===== src/rtl/ifx_pkg.sv =====
package ifx_pkg;

   typedef enum logic [2:0] {
      FLT_NONE   = 3'd0,
      FLT_ACCESS = 3'd1,
      FLT_MISS   = 3'd2,
      FLT_MCHK   = 3'd3,
      FLT_UNIMP  = 3'd4
   } flt_e;

   typedef enum logic [2:0] {
      ROUTE_PRIV,
      ROUTE_PHYS,
      ROUTE_BADVA,
      ROUTE_DIRECT,
      ROUTE_LOOKUP
   } route_e;

   localparam logic [1:0] MODE_KERNEL = 2'd0;

endpackage


===== src/rtl/ifx_route.sv =====
module ifx_route
   import ifx_pkg::*;
#(
   parameter int ADDR_W  = 64,
   parameter int VA_BITS = 48,
   parameter int DIR_LO  = 41,
   parameter logic [VA_BITS-DIR_LO-1:0] DIR_TAG = '1
) (
   input  logic [ADDR_W-1:0] pc,
   input  logic              phys,
   output route_e            route
);

   localparam int HI_W = ADDR_W - VA_BITS + 1;

   logic [HI_W-1:0] upper;
   logic            canon;

   assign upper = pc[ADDR_W-1:VA_BITS-1];
   assign canon = (&upper) | ~(|upper);

   always_comb begin
      if (pc[0])
         route = ROUTE_PRIV;
      else if (phys)
         route = ROUTE_PHYS;
      else if (!canon)
         route = ROUTE_BADVA;
      else if (pc[VA_BITS-1:DIR_LO] == DIR_TAG)
         route = ROUTE_DIRECT;
      else
         route = ROUTE_LOOKUP;
   end

endmodule


===== src/rtl/ifx_map.sv =====
module ifx_map
   import ifx_pkg::*;
#(
   parameter int ADDR_W     = 64,
   parameter int PA_BITS    = 44,
   parameter int PAGE_SHIFT = 13,
   parameter int PPN_W      = 32,
   parameter int EXT_BIT    = 40,
   parameter bit DIR_EXTEND = 1'b1
) (
   input  route_e             route,
   input  logic [ADDR_W-1:0]  pc,
   input  logic [1:0]         mode,
   input  logic               lk_hit,
   input  logic [PPN_W-1:0]   lk_ppn,
   input  logic [3:0]         lk_xmask,
   output logic [ADDR_W-1:0]  cand,
   output flt_e               early_fault,
   output logic               need_chk
);

   localparam logic [ADDR_W-1:0] ONE       = ADDR_W'(1);
   localparam logic [ADDR_W-1:0] IMPL_MASK = (ONE << PA_BITS) - ONE;
   localparam logic [ADDR_W-1:0] LOW_MASK  = (ONE << EXT_BIT) - ONE;
   localparam logic [ADDR_W-1:0] EXT_ONES  = IMPL_MASK & ~LOW_MASK;

   logic [ADDR_W-1:0] dir_pa;
   logic [ADDR_W-1:0] tbl_pa;
   logic [ADDR_W-1:0] priv_pa;

   generate
      if (DIR_EXTEND) begin : g_dir_ext
         assign dir_pa = pc[EXT_BIT] ? ((pc & LOW_MASK) | EXT_ONES)
                                     : (pc & LOW_MASK);
      end else begin : g_dir_plain
         assign dir_pa = pc & IMPL_MASK;
      end
   endgenerate

   assign tbl_pa  = (ADDR_W'(lk_ppn) << PAGE_SHIFT)
                  | ADDR_W'({pc[PAGE_SHIFT-1:2], 2'b00});
   assign priv_pa = {pc[ADDR_W-1:2], 2'b00} & IMPL_MASK;

   always_comb begin
      cand        = '0;
      early_fault = FLT_NONE;
      need_chk    = 1'b0;
      unique case (route)
         ROUTE_PRIV: begin
            cand = priv_pa;
         end
         ROUTE_PHYS: begin
            cand     = pc;
            need_chk = 1'b1;
         end
         ROUTE_BADVA: begin
            early_fault = FLT_ACCESS;
         end
         ROUTE_DIRECT: begin
            if (mode != MODE_KERNEL) begin
               early_fault = FLT_ACCESS;
            end else begin
               cand     = dir_pa;
               need_chk = 1'b1;
            end
         end
         default: begin
            if (!lk_hit) begin
               early_fault = FLT_MISS;
            end else begin
               cand = tbl_pa;
               if (!lk_xmask[mode])
                  early_fault = FLT_ACCESS;
               else
                  need_chk = 1'b1;
            end
         end
      endcase
   end

endmodule


===== src/rtl/ifx_classify.sv =====
module ifx_classify
   import ifx_pkg::*;
#(
   parameter int ADDR_W  = 64,
   parameter int PA_BITS = 44,
   parameter int CLR_HI  = 42,
   parameter int CLR_LO  = 35,
   parameter int REG_HI  = 42,
   parameter int REG_LO  = 41,
   parameter logic [REG_HI-REG_LO:0] REG_TAG = '1
) (
   input  logic [ADDR_W-1:0] cand,
   output logic [ADDR_W-1:0] pa,
   output logic              uncached,
   output flt_e              fault
);

   localparam logic [ADDR_W-1:0] ONE       = ADDR_W'(1);
   localparam logic [ADDR_W-1:0] IMPL_MASK = (ONE << PA_BITS) - ONE;
   localparam logic [ADDR_W-1:0] CLR_MASK  =
      ((ONE << (CLR_HI + 1)) - ONE) & ~((ONE << CLR_LO) - ONE);
   localparam int UC_BIT = PA_BITS - 1;

   logic out_of_range;
   logic in_reg_space;

   assign out_of_range = |(cand & ~IMPL_MASK);
   assign in_reg_space = (cand[REG_HI:REG_LO] == REG_TAG);

   always_comb begin
      pa       = cand;
      uncached = 1'b0;
      fault    = FLT_NONE;
      if (out_of_range) begin
         fault = FLT_MCHK;
      end else if (cand[UC_BIT]) begin
         fault = FLT_UNIMP;
         if (!in_reg_space) begin
            uncached = 1'b1;
            pa       = cand & ~CLR_MASK;
         end
      end
   end

endmodule


===== src/rtl/ifetch_xlate.sv =====
module ifetch_xlate
   import ifx_pkg::*;
#(
   parameter int ADDR_W     = 64,
   parameter int VA_BITS    = 48,
   parameter int PA_BITS    = 44,
   parameter int PAGE_SHIFT = 13,
   parameter int PPN_W      = 32,
   parameter int ASID_W     = 8,
   parameter int DIR_LO     = 41,
   parameter logic [VA_BITS-DIR_LO-1:0] DIR_TAG = 7'h7e,
   parameter int EXT_BIT    = 40,
   parameter bit DIR_EXTEND = 1'b1,
   parameter int CLR_HI     = 42,
   parameter int CLR_LO     = 35,
   parameter int REG_HI     = 42,
   parameter int REG_LO     = 41,
   parameter logic [REG_HI-REG_LO:0] REG_TAG = 2'b11,
   localparam int VPN_W     = VA_BITS - PAGE_SHIFT
) (
   input  logic              clk,
   input  logic              rst_n,
   input  logic              req_valid,
   input  logic [ADDR_W-1:0] req_pc,
   input  logic              req_phys,
   input  logic [1:0]        req_mode,
   input  logic [ASID_W-1:0] req_asid,
   output logic [VPN_W-1:0]  lk_vpn,
   output logic [ASID_W-1:0] lk_asid,
   input  logic              lk_hit,
   input  logic [PPN_W-1:0]  lk_ppn,
   input  logic [3:0]        lk_xmask,
   output logic              rsp_valid,
   output logic [ADDR_W-1:0] rsp_paddr,
   output logic              rsp_uncached,
   output logic [2:0]        rsp_fault
);

   generate
      if (PA_BITS >= ADDR_W || VA_BITS > ADDR_W) begin : g_bad_widths
         $error("ifetch_xlate: address widths out of range");
      end
      if (EXT_BIT >= PA_BITS || CLR_HI >= PA_BITS - 1 || CLR_LO > CLR_HI) begin : g_bad_fields
         $error("ifetch_xlate: field positions out of range");
      end
      if (DIR_LO >= VA_BITS || PAGE_SHIFT < 3) begin : g_bad_split
         $error("ifetch_xlate: page or window split out of range");
      end
   endgenerate

   route_e            route;
   logic [ADDR_W-1:0] cand;
   flt_e              early_fault;
   logic              need_chk;
   logic [ADDR_W-1:0] cls_pa;
   logic              cls_uc;
   flt_e              cls_fault;

   logic [ADDR_W-1:0] pa_d;
   logic              uc_d;
   flt_e              fault_d;

   logic [ADDR_W-1:0] pa_q;
   logic              uc_q;
   flt_e              fault_q;
   logic              vld_q;

   assign lk_vpn  = req_pc[VA_BITS-1:PAGE_SHIFT];
   assign lk_asid = req_asid;

   ifx_route #(
      .ADDR_W (ADDR_W),
      .VA_BITS(VA_BITS),
      .DIR_LO (DIR_LO),
      .DIR_TAG(DIR_TAG)
   ) u_route (
      .pc   (req_pc),
      .phys (req_phys),
      .route(route)
   );

   ifx_map #(
      .ADDR_W    (ADDR_W),
      .PA_BITS   (PA_BITS),
      .PAGE_SHIFT(PAGE_SHIFT),
      .PPN_W     (PPN_W),
      .EXT_BIT   (EXT_BIT),
      .DIR_EXTEND(DIR_EXTEND)
   ) u_map (
      .route      (route),
      .pc         (req_pc),
      .mode       (req_mode),
      .lk_hit     (lk_hit),
      .lk_ppn     (lk_ppn),
      .lk_xmask   (lk_xmask),
      .cand       (cand),
      .early_fault(early_fault),
      .need_chk   (need_chk)
   );

   ifx_classify #(
      .ADDR_W (ADDR_W),
      .PA_BITS(PA_BITS),
      .CLR_HI (CLR_HI),
      .CLR_LO (CLR_LO),
      .REG_HI (REG_HI),
      .REG_LO (REG_LO),
      .REG_TAG(REG_TAG)
   ) u_classify (
      .cand    (cand),
      .pa      (cls_pa),
      .uncached(cls_uc),
      .fault   (cls_fault)
   );

   always_comb begin
      if (need_chk) begin
         pa_d    = cls_pa;
         uc_d    = cls_uc;
         fault_d = cls_fault;
      end else begin
         pa_d    = cand;
         uc_d    = 1'b0;
         fault_d = early_fault;
      end
   end

   always_ff @(posedge clk or negedge rst_n) begin
      if (!rst_n) begin
         vld_q   <= 1'b0;
         pa_q    <= '0;
         uc_q    <= 1'b0;
         fault_q <= FLT_NONE;
      end else begin
         vld_q <= req_valid;
         if (req_valid) begin
            pa_q    <= pa_d;
            uc_q    <= uc_d;
            fault_q <= fault_d;
         end
      end
   end

   assign rsp_valid    = vld_q;
   assign rsp_paddr    = pa_q;
   assign rsp_uncached = uc_q;
   assign rsp_fault    = fault_q;

endmodule


===== config.mk =====
export PLATFORM = sky130hd
export DESIGN_NAME = ifetch_xlate
export DESIGN_NICKNAME = d
export VERILOG_FILES = /design/src/rtl/ifx_pkg.sv /design/src/rtl/ifx_route.sv /design/src/rtl/ifx_map.sv /design/src/rtl/ifx_classify.sv /design/src/rtl/ifetch_xlate.sv
export SDC_FILE = /design/constraint.sdc
export NUM_CORES = 1
export LEC_CHECK = 0
export BUFFER_PORTS_ARGS = -buffer_cell sky130_fd_sc_hd__buf_4
export CAP_MARGIN = 20
export CORE_MARGIN = 3
export CORE_UTILIZATION = 43
export CTS_BUF_LIST = sky130_fd_sc_hd__clkbuf_16
export DETAILED_ROUTE_END_ITERATION = 7
export GPL_TIMING_DRIVEN = 0
export PLACE_DENSITY = 0.81
export SLEW_MARGIN = 5
export SYNTH_ARGS = -nofsm -noshare
export SYNTH_HDL_FRONTEND = slang
export SYNTH_SLANG_ARGS = --single-unit

===== constraint.sdc =====
create_clock -name clk -period 1.2 [get_ports clk]
set_clock_uncertainty 0.15 [all_clocks]
set_input_delay 0.24 -clock clk [delete_from_list [all_inputs] [get_ports clk]]
set_output_delay 0.24 -clock clk [all_outputs]
set_load 0.005 [all_outputs]

Yosys cells after proc, flatten, opt, wreduce, memory -nomap -nowiden
Cells that the tools add are included.
Widths: inputs -> output; s select.

operators by class
  mux-type cells = 29
  reductions and logical operators = 7
  magnitude comparators = 1
  bitwise operators = 3
  equal/unequal tests = 5

operators by type and width
  kind                count
  $pmux 64 s4         1
  $mux 44             4
  $mux 64             2
  $or 45x13->45       1
  $mux 43             1
  $mux 3              8
  $reduce_or 20->1    1
  $reduce_and 17->1   1
  $reduce_or 17->1    1
  $mux 1              10
  $pmux 3 s3          1
  $eq 7x7->1 const B  1
  $eq 3x2->1 const B  2
  $reduce_or 2->1     2
  $eq 3x1->1 const B  1
  $logic_not 3->1     1
  $lt 2x3->1 const B  1
  $pmux 1 s3          1
  $bmux 1 s2          1
  $eq 2x2->1 const B  1
  $reduce_bool 2->1   1
  $not 1->1           1
  $or 1x1->1          1

word-level totals
  bits of input ports = 115
  register bits = 69
  word-level logic and storage cells = 49

Logic depth before layout (Yosys ltp)
Gate-level depths: netlist (run 1).

  depth in word-level cells = 13
  mapped depth = 9

Cells and area by module
From an unflattened synthesis (run 1), not the netlist that was laid out.

unflattened totals
  cells, all modules = 536
  area total of the unflattened synthesis = 4922.2 sq um

by module, submodules not included
  module        area each (sq um)  seq. area each (sq um)  cells an instance  instances
  ifetch_xlate  3478.3             1726.7                  339                1
  ifx_map       699.4              0.0                     95                 1
  ifx_classify  604.3              0.0                     81                 1
  ifx_route     140.1              0.0                     21                 1

Worst setup path after synthesis (run 1)
Ideal clock, no wire load.

  path kind = input-to-reg
  start point = input req_pc[41]
  end point = register pa_q[36], in the netlist rsp_paddr[36]
  cell stages on the path = 7
  data arrival time = 2.037 ns
  path slack = -1.129 ns
  data required time = 0.908 ns
  buffers on the path = 0
  path through = nand4b_1 -> nor2_1 -> mux2_2 -> o2bb2ai_1 -> or4_4 -> nor3_4 -> a211oi_1

on the way
  word-level cells in the longest chain between the ends = 12
  elaborated cells on any way between the ends = 18
  those cells by class = 5 x eq/ne; 10 x mux; 3 x reduce/logical

ends and longest elaborated chain
  item                                      line                 RTL
  from (decl)                               ifetch_xlate.sv:24   input logic [ADDR_W-1:0] req_pc,
  $eq 7x7->1                                ifx_route.sv:29      else if (pc[VA_BITS-1:DIR_LO] == DIR_TAG)
  $mux 3                                    ifx_route.sv:29
  $mux 3                                    ifx_route.sv:27      else if (!canon)
  $mux 3                                    ifx_route.sv:25      else if (phys)
  $mux 3                                    ifx_route.sv:23      if (pc[0])
  $eq 3x2->1, or another cell as far along  ifx_map.sv:48        unique case (route)
  $pmux 64 s4                               ifx_map.sv:48
  $eq 2x2->1                                ifx_classify.sv:28   assign in_reg_space = (cand[REG_HI:REG_LO] == REG_TAG);
  $mux 43                                   ifx_classify.sv:38   if (!in_reg_space) begin
  $mux 44                                   ifx_classify.sv:36   end else if (cand[UC_BIT]) begin
  $mux 44                                   ifx_classify.sv:34   if (out_of_range) begin
  $mux 44 *                                 ifetch_xlate.sv:117  if (need_chk) begin
  to (signal assigned)                      ifetch_xlate.sv:137  pa_q <= pa_d;
  to (decl)                                 ifetch_xlate.sv:63   logic [ADDR_W-1:0] pa_q;

Every way passes the cells marked *; elsewhere a longest branch is shown, timed or not.
A chain may end at the register's enable or synchronous reset.

Final worst setup path (run 1)
  start point = input req_pc[47]
  end point = register pa_q[36], in the netlist rsp_paddr[36]

on the way
  word-level cells in the longest chain between the ends = 13
  elaborated cells on any way between the ends = 22
  those cells by class = 5 x eq/ne; 10 x mux; 2 x bitwise; 5 x reduce/logical

ends and longest elaborated chain
  item                                      line                 RTL
  $reduce_or 17->1                          ifx_route.sv:20      assign canon = (&upper) | ~(|upper);
  $not 1->1                                 ifx_route.sv:20
  $or 1x1->1                                ifx_route.sv:20
  $mux 3                                    ifx_route.sv:27
  $mux 3                                    ifx_route.sv:25
  $mux 3                                    ifx_route.sv:23
  $eq 3x2->1, or another cell as far along  ifx_map.sv:48
  $pmux 64 s4                               ifx_map.sv:48
  $eq 2x2->1                                ifx_classify.sv:28
  $mux 43                                   ifx_classify.sv:38
  $mux 44                                   ifx_classify.sv:36
  $mux 44                                   ifx_classify.sv:34
  $mux 44 *                                 ifetch_xlate.sv:117

Marked as above.

==> run summary, run 1 <==
========================================================================================
Final clock period utilization by the worst path ..........................         181%
Final critical delay including setup and external delays ..................      2170 ps
Area of the core region ...................................................     7850 µm²
Clock latency on the worst-skew pair ......................................       330 ps
Final non-filler cell total ...............................................          767
CTS Buffer Depth ..........................................................            2
Slew at the pin closest to its max-slew limit .............................       861 ps
Post-route cell area ......................................................     6960 µm²
Layout Area Growth over Synthesis .........................................        96.2%
Ranking of synthesized cells by instance count ............................ dfrtp_1 (69), nor2_1 (58), buf_4 (46)
Terminus of the critical flop-to-flop path ................................ rsp_paddr[42]$_DFFE_PN0P_
Number of inserted diodes .................................................            0
Drt wl/cell ...............................................................      19.4 µm
Required time at the worst-slack endpoint .................................      1230 ps
Vertical die dimension ....................................................      96.8 µm
P_leak ....................................................................      3.39 nW
Slowest cell on crit path .................................................        or4_4
Maximum fanout count along the critical path ..............................            6
Kind of path behind the tightest hold check ............................... input pin to async pin
Type of element launching the critical path ...............................    input pin
Global-route wire length before repair ....................................      21.4 mm
Met3 layer wire length in the routed design ...............................      1.32 mm
Number of hold buffers added after CTS ....................................           13
Fill cell count ...........................................................          366
Maximum clock rate ........................................................    0.460 GHz
Series of cell instances along the critical path .......................... buf_4 -> nand3_1 -> nor2_4 -> mux2_4 -> o2bb2ai_2 -> or4_4 -> nor3_4 -> buf_12 -> a211oi_2
Top cell type's share of synthesized area .................................        48.7%
Hold Fails Final Rpt ......................................................           69
Largest cells by area after synthesis ..................................... dfrtp_1 (49%), buf_4 (9.7%), nor2_1 (6.1%)
Slowest Stage Delay on Critical Path ......................................       540 ps
Highest metal layer with signal wires .....................................         met4
Num CTS Buffers ...........................................................            9
Placed cells ..............................................................          666
Clock root buffer .........................................................    clkbuf_16
Reg clk slew, reported paths ..............................................        60 ps
Via count of the first global-routing pass ................................         4229
Syn. warnings .............................................................            0
Mean cell area of the mapped netlist ......................................     10.2 µm²
Initial antenna violation count ...........................................            0
Met1 wire length ..........................................................      5.18 mm
Horizontal extent of the die ..............................................      96.8 µm
RSZ-0062 raised after global routing ......................................         true
Type of destination of the critical path ..................................     register
Register area share after synthesis .......................................        48.7%
Most frequently used cell type in the post-synthesis netlist ..............      dfrtp_1
Violations in the final reports ........................................... hold timing, setup timing
Level count of the clock H-tree ...........................................            3
Total congestion overflow .................................................            0
Setup slack of the worst register-to-register path ........................        30 ps
Half-perimeter wire length after detailed placement .......................      9.37 mm
Total global routing track utilization ....................................        28.5%
Post-synthesis net count ..................................................          461
Areal power density over the cells ........................................  1040 nW/µm²
Count of antenna-violating nets left after detailed routing ...............            0
Routability congestion estimate ...........................................        0.867
Number of search-and-repair iterations in the first detailed-routing pass .            6
Max_cap viols .............................................................            0
Critical R2R Launch ....................................................... rsp_paddr[42]$_DFFE_PN0P_
Outcome ................................................................... finished, violations left
EDFF count, synth .........................................................            0
Synth async-reset ratio ...................................................         100%
Total cell area at the placement stage ....................................     5350 µm²
Count of boundary I/O pins ................................................          227
Post-synth top flop .......................................................      dfrtp_1
Synthesized instance count ................................................          346
Distinct cell type count of the synthesized netlist .......................           50
Number of synthesized register bits .......................................           69
# nets final ..............................................................          775
Remaining design rule violation count .....................................            0
DR iter-0 viols ...........................................................          222
Maximum number of pins on one net before global-route repair ..............           70
Syn Std Cell Area .........................................................     3550 µm²
Met2 routed wirelength ....................................................      7.79 mm
PnR worst setup slack .....................................................      -974 ps
Setup-violating endpoint count in the final report ........................          136
Core Util, Final ..........................................................        88.7%
DIE AREA ..................................................................     9370 µm²
R2R depth .................................................................            3
Worst setup path category ................................................. input pin to register
Max-slew violation count ..................................................            0
CTS tree ..................................................................        built
Critical path data arrival time ...........................................      2210 ps
Number of vias after detailed routing .....................................         4157
IR Drop Worst-Case VDD ....................................................     0.727 mV
Top cell type by total area after synthesis ...............................      dfrtp_1
Worst-case hold slack .....................................................      -127 ps
Initial Util ..............................................................        45.2%
I/O Buffers ...............................................................          218
CTS Sinks .................................................................           69
Row cnt ...................................................................           32
Post-detailed-route via-to-cell ratio .....................................         5.42
Total routed wirelength ...................................................      14.9 mm
Rel. slew slack ...........................................................        42.6%
Share of cells above drive strength 1 .....................................        64.4%
========================================================================================
==> worst max-delay path, delay by kind of cell <==
kind / cells / cell delay (ps)
buf+inv: 2 / 290
compound gates: 2 / 170
simple gates: 4 / 1160
mux: 1 / 330
==> what timing repair did <==
action,CTS,global route
setup endpoints to repair,136,136
gates cloned,3,1
buffers inserted,42,26
pin swaps,35,30
gates resized for setup,120,32
hold endpoints to repair,82,69
==> state kept, by name (all words and copies together) (netlist names) <==
register and cells:
rsp_fault 3, rsp_paddr 64, rsp_uncached 1, rsp_valid 1
==> power by group <==
| part | internal (W) | leakage (nW) | total, W | switching [W] |
|---|---|---|---|---|
| clock network | 0.00161 | 0.142 | 0.00266 | 0.00105 |
| registers | 0.00252 | 0.858 | 0.00266 | 0.000146 |
| logic | 0.00117 | 2.39 | 0.00190 | 0.000728 |
==> how the worst max path moves through the flow <==
| stage | startpoint | to | slack [ps] | cells after the start |
|---|---|---|---|---|
| after floorplan | req_pc[41] | rsp_paddr[36]$_DFFE_PN0P_ | -1010 | 7 |
| after global placement | req_pc[41] | rsp_paddr[37]$_DFFE_PN0P_ | -1390 | 8 |
| after detailed placement | req_pc[41] | rsp_paddr[37]$_DFFE_PN0P_ | -1480 | 8 |
| after CTS | req_pc[0] | rsp_paddr[37]$_DFFE_PN0P_ | -890 | 9 |
| after global routing | req_pc[61] | rsp_paddr[36]$_DFFE_PN0P_ | -1100 | 9 |
| final | req_pc[47] | rsp_paddr[36]$_DFFE_PN0P_ | -970 | 9 |
==> cell families after synthesis <==
logic type	synth area share, %
and+or+nand+nor	15.6
muxes	1.27
AOI/OAI and AO/OA	22.3
buffers and inverters	12.2
DFF	48.7
==> cell type report <==
cell class	instances	area [µm²]	share of cell area, %
clock buffer	9	225	3.24
inverter	4	15.0	0.216
buffer	64	472	6.78
sequential	69	1730	24.8
multi-input combinational	209	1690	24.3
timing repair buffer	303	2630	37.8
tap	102	128	1.83
clock inverter	7	76.3	1.10
==> metrics by stage <==
step | setup TNS, ps | setup slack (ps) | total power [W] | hold WS (ps)
finish | -45460 | -974 | 0.00722 | -127
floorplan | -38730 | -1010 | 0.00315 | -206
CTS | -41270 | -886 | 0.00706 | -93.1
global placement | -65350 | -1390 | 0.00403 | 220
detailed placement | -68530 | -1480 | 0.00407 | 224
global route | -53070 | -1100 | 0.00752 | -48.6
==> metal layers <==
layer | GRT usage (%) | vias up
li1 | - | 1852
met1 | 31.8 | 1997
met2 | 51.8 | 255
met3 | 7.71 | 53
met4 | 9.94 | 0
met5 | 0 | -
==> cells in the final DEF, fill, tap and decap left out, drive strengths merged, types with 8 or more instances in the layout <==
cell / n
buf: 341
dfrtp: 69
nor2: 58
nand2: 26
a221oi: 22
clkbuf: 22
o2bb2ai: 20
dlygate4sd3: 13
a22o: 11
a211oi: 8
Note: power is estimated with default switching activity, not from simulation.
==> run 2, diff against run 1 <==
RECOVER_POWER = 100   (was default)
==> run summary, run 2 (same netlist as run 1, synthesis figures left out) <==
========================================================================================
Maximum fanout count along the critical path ..............................            6   unchanged
Final non-filler cell total ...............................................          767   unchanged
Hold Fails Final Rpt ......................................................           69   unchanged
DR iter-0 viols ...........................................................          241   +8.6%
Post-route cell area ......................................................     6940 µm²   -0.27%
CTS Sinks .................................................................           69   unchanged
Worst setup path category ................................................. input pin to register
Global-route wire length before repair ....................................      21.4 mm   unchanged
Rel. slew slack ...........................................................        37.6%   -5.0 points
Critical path data arrival time ...........................................      2200 ps   about the same
Terminus of the critical flop-to-flop path ................................ rsp_paddr[42]$_DFFE_PN0P_
Maximum clock rate ........................................................    0.461 GHz   +0.30%
Vertical die dimension ....................................................      96.8 µm   unchanged
CTS Buffer Depth ..........................................................            2   unchanged
Clock root buffer .........................................................    clkbuf_16
Critical R2R Launch ....................................................... rsp_paddr[42]$_DFFE_PN0P_
Clock latency on the worst-skew pair ......................................       330 ps   about the same
RSZ-0062 raised after global routing ......................................         true
# nets final ..............................................................          775   unchanged
Total congestion overflow .................................................            0   unchanged
Number of vias after detailed routing .....................................         4174   +0.41%
DIE AREA ..................................................................     9370 µm²   unchanged
Row cnt ...................................................................           32   unchanged
Max_cap viols .............................................................            0   unchanged
Area of the core region ...................................................     7850 µm²   unchanged
Setup slack of the worst register-to-register path ........................        30 ps   about the same
Outcome ................................................................... finished, violations left
Layout Area Growth over Synthesis .........................................        95.7%
Leading cell type in the layout, fill and taps excluded ...................        buf_4
Maximum number of pins on one net before global-route repair ..............           70   unchanged
Type of destination of the critical path ..................................     register
Via count of the first global-routing pass ................................         4229   unchanged
Number of hold buffers added after CTS ....................................           13   unchanged
Post-detailed-route via-to-cell ratio .....................................         5.44   +0.41%
Final critical delay including setup and external delays ..................      2170 ps   -6.45 ps
Half-perimeter wire length after detailed placement .......................      9.37 mm   unchanged
Reg clk slew, reported paths ..............................................        50 ps   about the same
Initial Util ..............................................................        45.2%   unchanged
Routability congestion estimate ...........................................        0.867   unchanged
IR Drop Worst-Case VDD ....................................................     0.724 mV   -0.36%
CTS tree ..................................................................        built
Max-slew violation count ..................................................            0   unchanged
Number of inserted diodes .................................................            0   unchanged
Count of antenna-violating nets left after detailed routing ...............            0   unchanged
Required time at the worst-slack endpoint .................................      1230 ps   about the same
PnR worst setup slack .....................................................      -967 ps   +6.45 ps
Remaining design rule violation count .....................................            0   unchanged
Total global routing track utilization ....................................        28.5%   unchanged
Share of cells above drive strength 1 .....................................        63.6%   -0.75 points
Areal power density over the cells ........................................  1040 nW/µm²   about the same
Commonest cells after routing, fill and taps aside ........................ buf_4 (218), buf_6 (81), dfrtp_1 (69), nor2_1 (55), clkbuf_4 (31)
Drt wl/cell ...............................................................      19.3 µm   -0.42%
Count of boundary I/O pins ................................................          227   unchanged
Level count of the clock H-tree ...........................................            3   unchanged
Slew at the pin closest to its max-slew limit .............................       936 ps   +75.3 ps
Total cell area at the placement stage ....................................     5350 µm²   unchanged
Number of search-and-repair iterations in the first detailed-routing pass .            4   -2
Total design power ........................................................    0.00721 W   -0.24%
R2R depth .................................................................            3   unchanged
Total routed wirelength ...................................................      14.8 mm   -0.42%
Placed cells ..............................................................          666   unchanged
Storage element area ......................................................     1730 µm²   unchanged
Fill cell count ...........................................................          369   +0.82%
Num CTS Buffers ...........................................................            9   unchanged
Horizontal extent of the die ..............................................      96.8 µm   unchanged
Setup-violating endpoint count in the final report ........................          137   +0.74%
Worst-case hold slack .....................................................     -80.7 ps   +46.5 ps
Final clock period utilization by the worst path ..........................         181%   -0.54 points
Violations in the final reports ........................................... hold timing, setup timing
Kind of path behind the tightest hold check ............................... input pin to async pin
Flip-flop count of the largest register, all copies and words added .......           64   unchanged
Area used by multi-input combinational logic ..............................     1690 µm²   unchanged
Initial antenna violation count ...........................................            0   unchanged
I/O Buffers ...............................................................          218   unchanged
P_leak ....................................................................      3.37 nW   -0.72%
Type of element launching the critical path ...............................    input pin
========================================================================================
## run 2: cell count changes in the layout (fill, tap and decap cells not counted), sizes merged
cell,delta
buf,-36
clkbuf,+36
## run 2: cell type report
type                       count  share of cell area [%]
multi-input combinational    209                    24.3
clock buffer                   9                    3.25
inverter                       4                   0.216
buffer                        64                    6.80
sequential                    69                    24.9
tap                          102                    1.84
clock inverter                 7                    1.10
timing repair buffer         303                    37.6
## run 2: where the power goes
part	leakage (nW)	total, W	switching, W	internal (W)
logic	2.37	0.00188	0.000727	0.00116
clock network	0.142	0.00266	0.00105	0.00161
registers	0.858	0.00266	0.000146	0.00252
total	3.37	0.00721	0.00192	0.00529
## run 2: stage by stage
step / worst slack [ps] / util (%) / setup TNS, ps
2_1_floorplan: -1010 / - / -38730
6_report: -967 / 88.4 / -46700
3_5_place_dp: -1480 / 68.2 / -68530
4_1_cts: -886 / 84.3 / -41270
5_1_grt: -1100 / 88.4 / -54600
3_3_place_gp: -1390 / 68.2 / -65350
## run 2: what timing repair did
item / in CTS / in global routing
cloned: 3 / 1
endpoints found under the hold margin: 82 / 69
pin swaps: 35 / 30
endpoints found under the setup margin: 136 / 136
gates resized for setup: 120 / 32
buffers inserted: 42 / 26
## run 2: worst max-delay path by stage
stage,end,start
after floorplan,rsp_paddr[36]$_DFFE_PN0P_,req_pc[41]
after global placement,rsp_paddr[37]$_DFFE_PN0P_,req_pc[41]
final,rsp_paddr[36]$_DFFE_PN0P_,req_pc[47]
after CTS,rsp_paddr[37]$_DFFE_PN0P_,req_pc[0]
after detailed placement,rsp_paddr[37]$_DFFE_PN0P_,req_pc[41]
after global routing,rsp_paddr[36]$_DFFE_PN0P_,req_pc[61]
## run 2: metal layers
layer / up-vias / track usage [%] / routed length [µm] / share of wire (%)
met5: - / 0 / 0 / 0
met4: 0 / 9.94 / 593 / 4.0
met3: 50 / 7.71 / 1280 / 8.6
met2: 254 / 51.8 / 7750 / 52
met1: 2016 / 31.8 / 5200 / 35
li1: 1854 / - / - / -
## run 2: critical path, stage by stage
cell and delay, ps:
buf_4 130, nand3_1 240, nor2_4 200, mux2_4 320, o2bb2ai_2 120, or4_4 540
nor3_4 180, buf_12 160, a211oi_2 50
==> run 3, diff against run 2 <==
BUFFER_PORTS_ARGS = -buffer_cell sky130_fd_sc_hd__buf_2   (was -buffer_cell sky130_fd_sc_hd__buf_4)
==> run summary, run 3 (same netlist as run 1, synthesis figures left out) <==
========================================================================================
Total global routing track utilization ....................................        27.9%   -0.62 points
Num CTS Buffers ...........................................................            9   unchanged
RSZ-0062 raised after global routing ......................................         true
Final clock period utilization by the worst path ..........................         186%   +5.8 points
Required time at the worst-slack endpoint .................................      1230 ps   about the same
Most Used Layer, Global Route .............................................         met2
Number of search-and-repair iterations in the first detailed-routing pass .            5   +1
Type of element launching the critical path ...............................    input pin
Reg clk slew, reported paths ..............................................        50 ps   about the same
Initial antenna violation count ...........................................            1   +1
Number of inserted diodes .................................................            0   unchanged
CTS Sinks .................................................................           69   unchanged
Areal power density over the cells ........................................  1140 nW/µm²   +10%
Area of the core region ...................................................     7850 µm²   unchanged
Vertical die dimension ....................................................      96.8 µm   unchanged
Final total negative setup slack ..........................................    -47920 ps   -1220 ps
Number of vias after detailed routing .....................................         4107   -1.6%
Area used by multi-input combinational logic ..............................     1730 µm²   +2.4%
Via count of the first global-routing pass ................................         4205   -0.57%
Slew at the pin closest to its max-slew limit .............................       944 ps   +7.87 ps
Max-slew violation count ..................................................            0   unchanged
Rel. slew slack ...........................................................        37.1%   -0.52 points
Post-detailed-route via-to-cell ratio .....................................         5.37   -1.3%
Horizontal extent of the die ..............................................      96.8 µm   unchanged
Type of destination of the critical path ..................................     register
Leading cell type in the layout, fill and taps excluded ...................        buf_2
Outcome ................................................................... finished, violations left
I/O Buffers ...............................................................          218   unchanged
Routability congestion estimate ...........................................        0.863   -0.47%
IR Drop Worst-Case VDD ....................................................     0.730 mV   +0.75%
Maximum clock rate ........................................................    0.447 GHz   -3.1%
Level count of the clock H-tree ...........................................            3   unchanged
Hold Fails Final Rpt ......................................................           69   unchanged
PnR worst setup slack .....................................................     -1040 ps   -69.9 ps
Remaining design rule violation count .....................................            0   unchanged
Worst-case hold slack .....................................................     -75.7 ps   +4.98 ps
Final non-filler cell total ...............................................          765   -0.26%
Clock latency on the worst-skew pair ......................................       320 ps   about the same
Maximum number of pins on one net before global-route repair ..............           70   unchanged
Placed cells ..............................................................          666   unchanged
CTS Buffer Depth ..........................................................            2   unchanged
Setup-violating endpoint count in the final report ........................          137   unchanged
Layout Area Growth over Synthesis .........................................        75.8%
CTS tree ..................................................................        built
Commonest cells after routing, fill and taps aside ........................ buf_2 (180), buf_4 (96), dfrtp_1 (69), nor2_1 (55), clkbuf_1 (40)
Half-perimeter wire length after detailed placement .......................      8.92 mm   -4.9%
Count of boundary I/O pins ................................................          227   unchanged
Row cnt ...................................................................           32   unchanged
Clock root buffer .........................................................    clkbuf_16
Count of antenna-violating nets left after detailed routing ...............            0   unchanged
Initial Util ..............................................................        45.2%   unchanged
Storage element area ......................................................     1730 µm²   unchanged
Met2 usage in global routing ..............................................        49.9%   -1.9 points
Fill cell count ...........................................................          512   +39%
# nets final ..............................................................          773   -0.26%
Max_cap viols .............................................................            0   unchanged
Flip-flop count of the largest register, all copies and words added .......           64   unchanged
Critical path data arrival time ...........................................      2270 ps   +70 ps
Kind of path behind the tightest hold check ............................... input pin to async pin
Maximum fanout count along the critical path ..............................            6   unchanged
Worst setup path category ................................................. input pin to register
Met1 usage ................................................................        31.0%   -0.85 points
Total routed wirelength ...................................................      14.5 mm   -2.5%
Share of cells above drive strength 1 .....................................        59.7%   -3.9 points
Final critical delay including setup and external delays ..................      2240 ps   +69.9 ps
Number of hold buffers added after CTS ....................................           11   -2
Global-route wire length before repair ....................................      21.1 mm   -1.5%
Pre-CTS worst setup slack .................................................     -1470 ps   +7.98 ps
P_leak ....................................................................      3.11 nW   -7.6%
Violations in the final reports ........................................... hold timing, setup timing
Total congestion overflow .................................................            0   unchanged
DIE AREA ..................................................................     9370 µm²   unchanged
Drt wl/cell ...............................................................      18.9 µm   -2.2%
Grt met3 use ..............................................................        7.07%   -0.65 points
DR iter-0 viols ...........................................................          228   -5.4%
========================================================================================
-- run 3: changes by cell type in the layout (fill, tap and decap cells not counted), sizes merged --
cell         before  now
buf             305  302
clkbuf           58   61
dlygate4sd3      13   11
inv               4    6
clkinvlp          2    0
clkinv            4    2
bufinv            1    3
-- run 3: cell type report --
cell class	count	area share [%]
Buffer	64	7.59
Clock buffer	9	3.61
Clock inverter	7	1.71
Inverter	4	0.241
Multi-Input combinational cell	209	27.7
Sequential cell	69	27.7
Tap cell	102	2.05
Timing Repair Buffer	301	29.4
-- run 3: routing by layer --
layer / routed length, µm / part of all wire (%) / vias to the layer above
li1: - / - / 1861
met1: 5170 / 36 / 1940
met2: 7480 / 52 / 253
met3: 1150 / 8.0 / 51
met4: 646 / 4.5 / 2
met5: 8 / 0.055 / -
-- run 3: path summary, 6_finish.rpt --
kind	start	end	slack [ps]	cells after the start
min in group clk	lk_ppn[3]	rsp_paddr[16]$_DFFE_PN0P_	10	3
worst max-delay path	req_pc[41]	rsp_paddr[40]$_DFFE_PN0P_	-1040	10
max in group asynchronous	rst_n	rsp_valid$_DFF_PN0_	360	1
worst min-delay path	rst_n	rsp_paddr[26]$_DFFE_PN0P_	-80	1
worst max register to register	rsp_paddr[41]$_DFFE_PN0P_	rsp_paddr[41]$_DFFE_PN0P_	30	3
worst min register to register	rsp_paddr[52]$_DFFE_PN0P_	rsp_paddr[52]$_DFFE_PN0P_	340	1
-- run 3: worst max-delay path: stages --
cell and delay (ps):
buf_8 100, nand4b_1 190, buf_6 160, nor2_4 100, mux2_4 320, o2bb2ai_2 120, or4_4 570, nor3_4 250
buf_12 170, a211oi_2 40
-- run 3: timing repair --
action,CTS,global route
pin swaps,39,36
endpoints found under the hold margin,80,69
setup endpoints to repair,136,137
resized for setup,75,20
setup buffers,36,31
gates cloned,5,0
-- run 3: stage by stage --
| stage | cell area (µm²) | utilization (%) | power (W) |
|---|---|---|---|
| 6_report | 6230 | 79.4 | 0.00714 |
| 2_1_floorplan | 3580 | - | 0.00315 |
| 5_1_grt | 6230 | 79.4 | 0.00741 |
| 3_5_place_dp | 4810 | 61.2 | 0.00381 |
| 4_1_cts | 5950 | 75.8 | 0.00700 |
| 3_3_place_gp | 4800 | 61.2 | 0.00377 |
-- run 3: where the power goes --
part	switching, W	internal [W]	leakage, nW
logic	0.000727	0.000813	2.09
clock network	0.000974	0.00200	0.169
registers	0.000101	0.00252	0.858
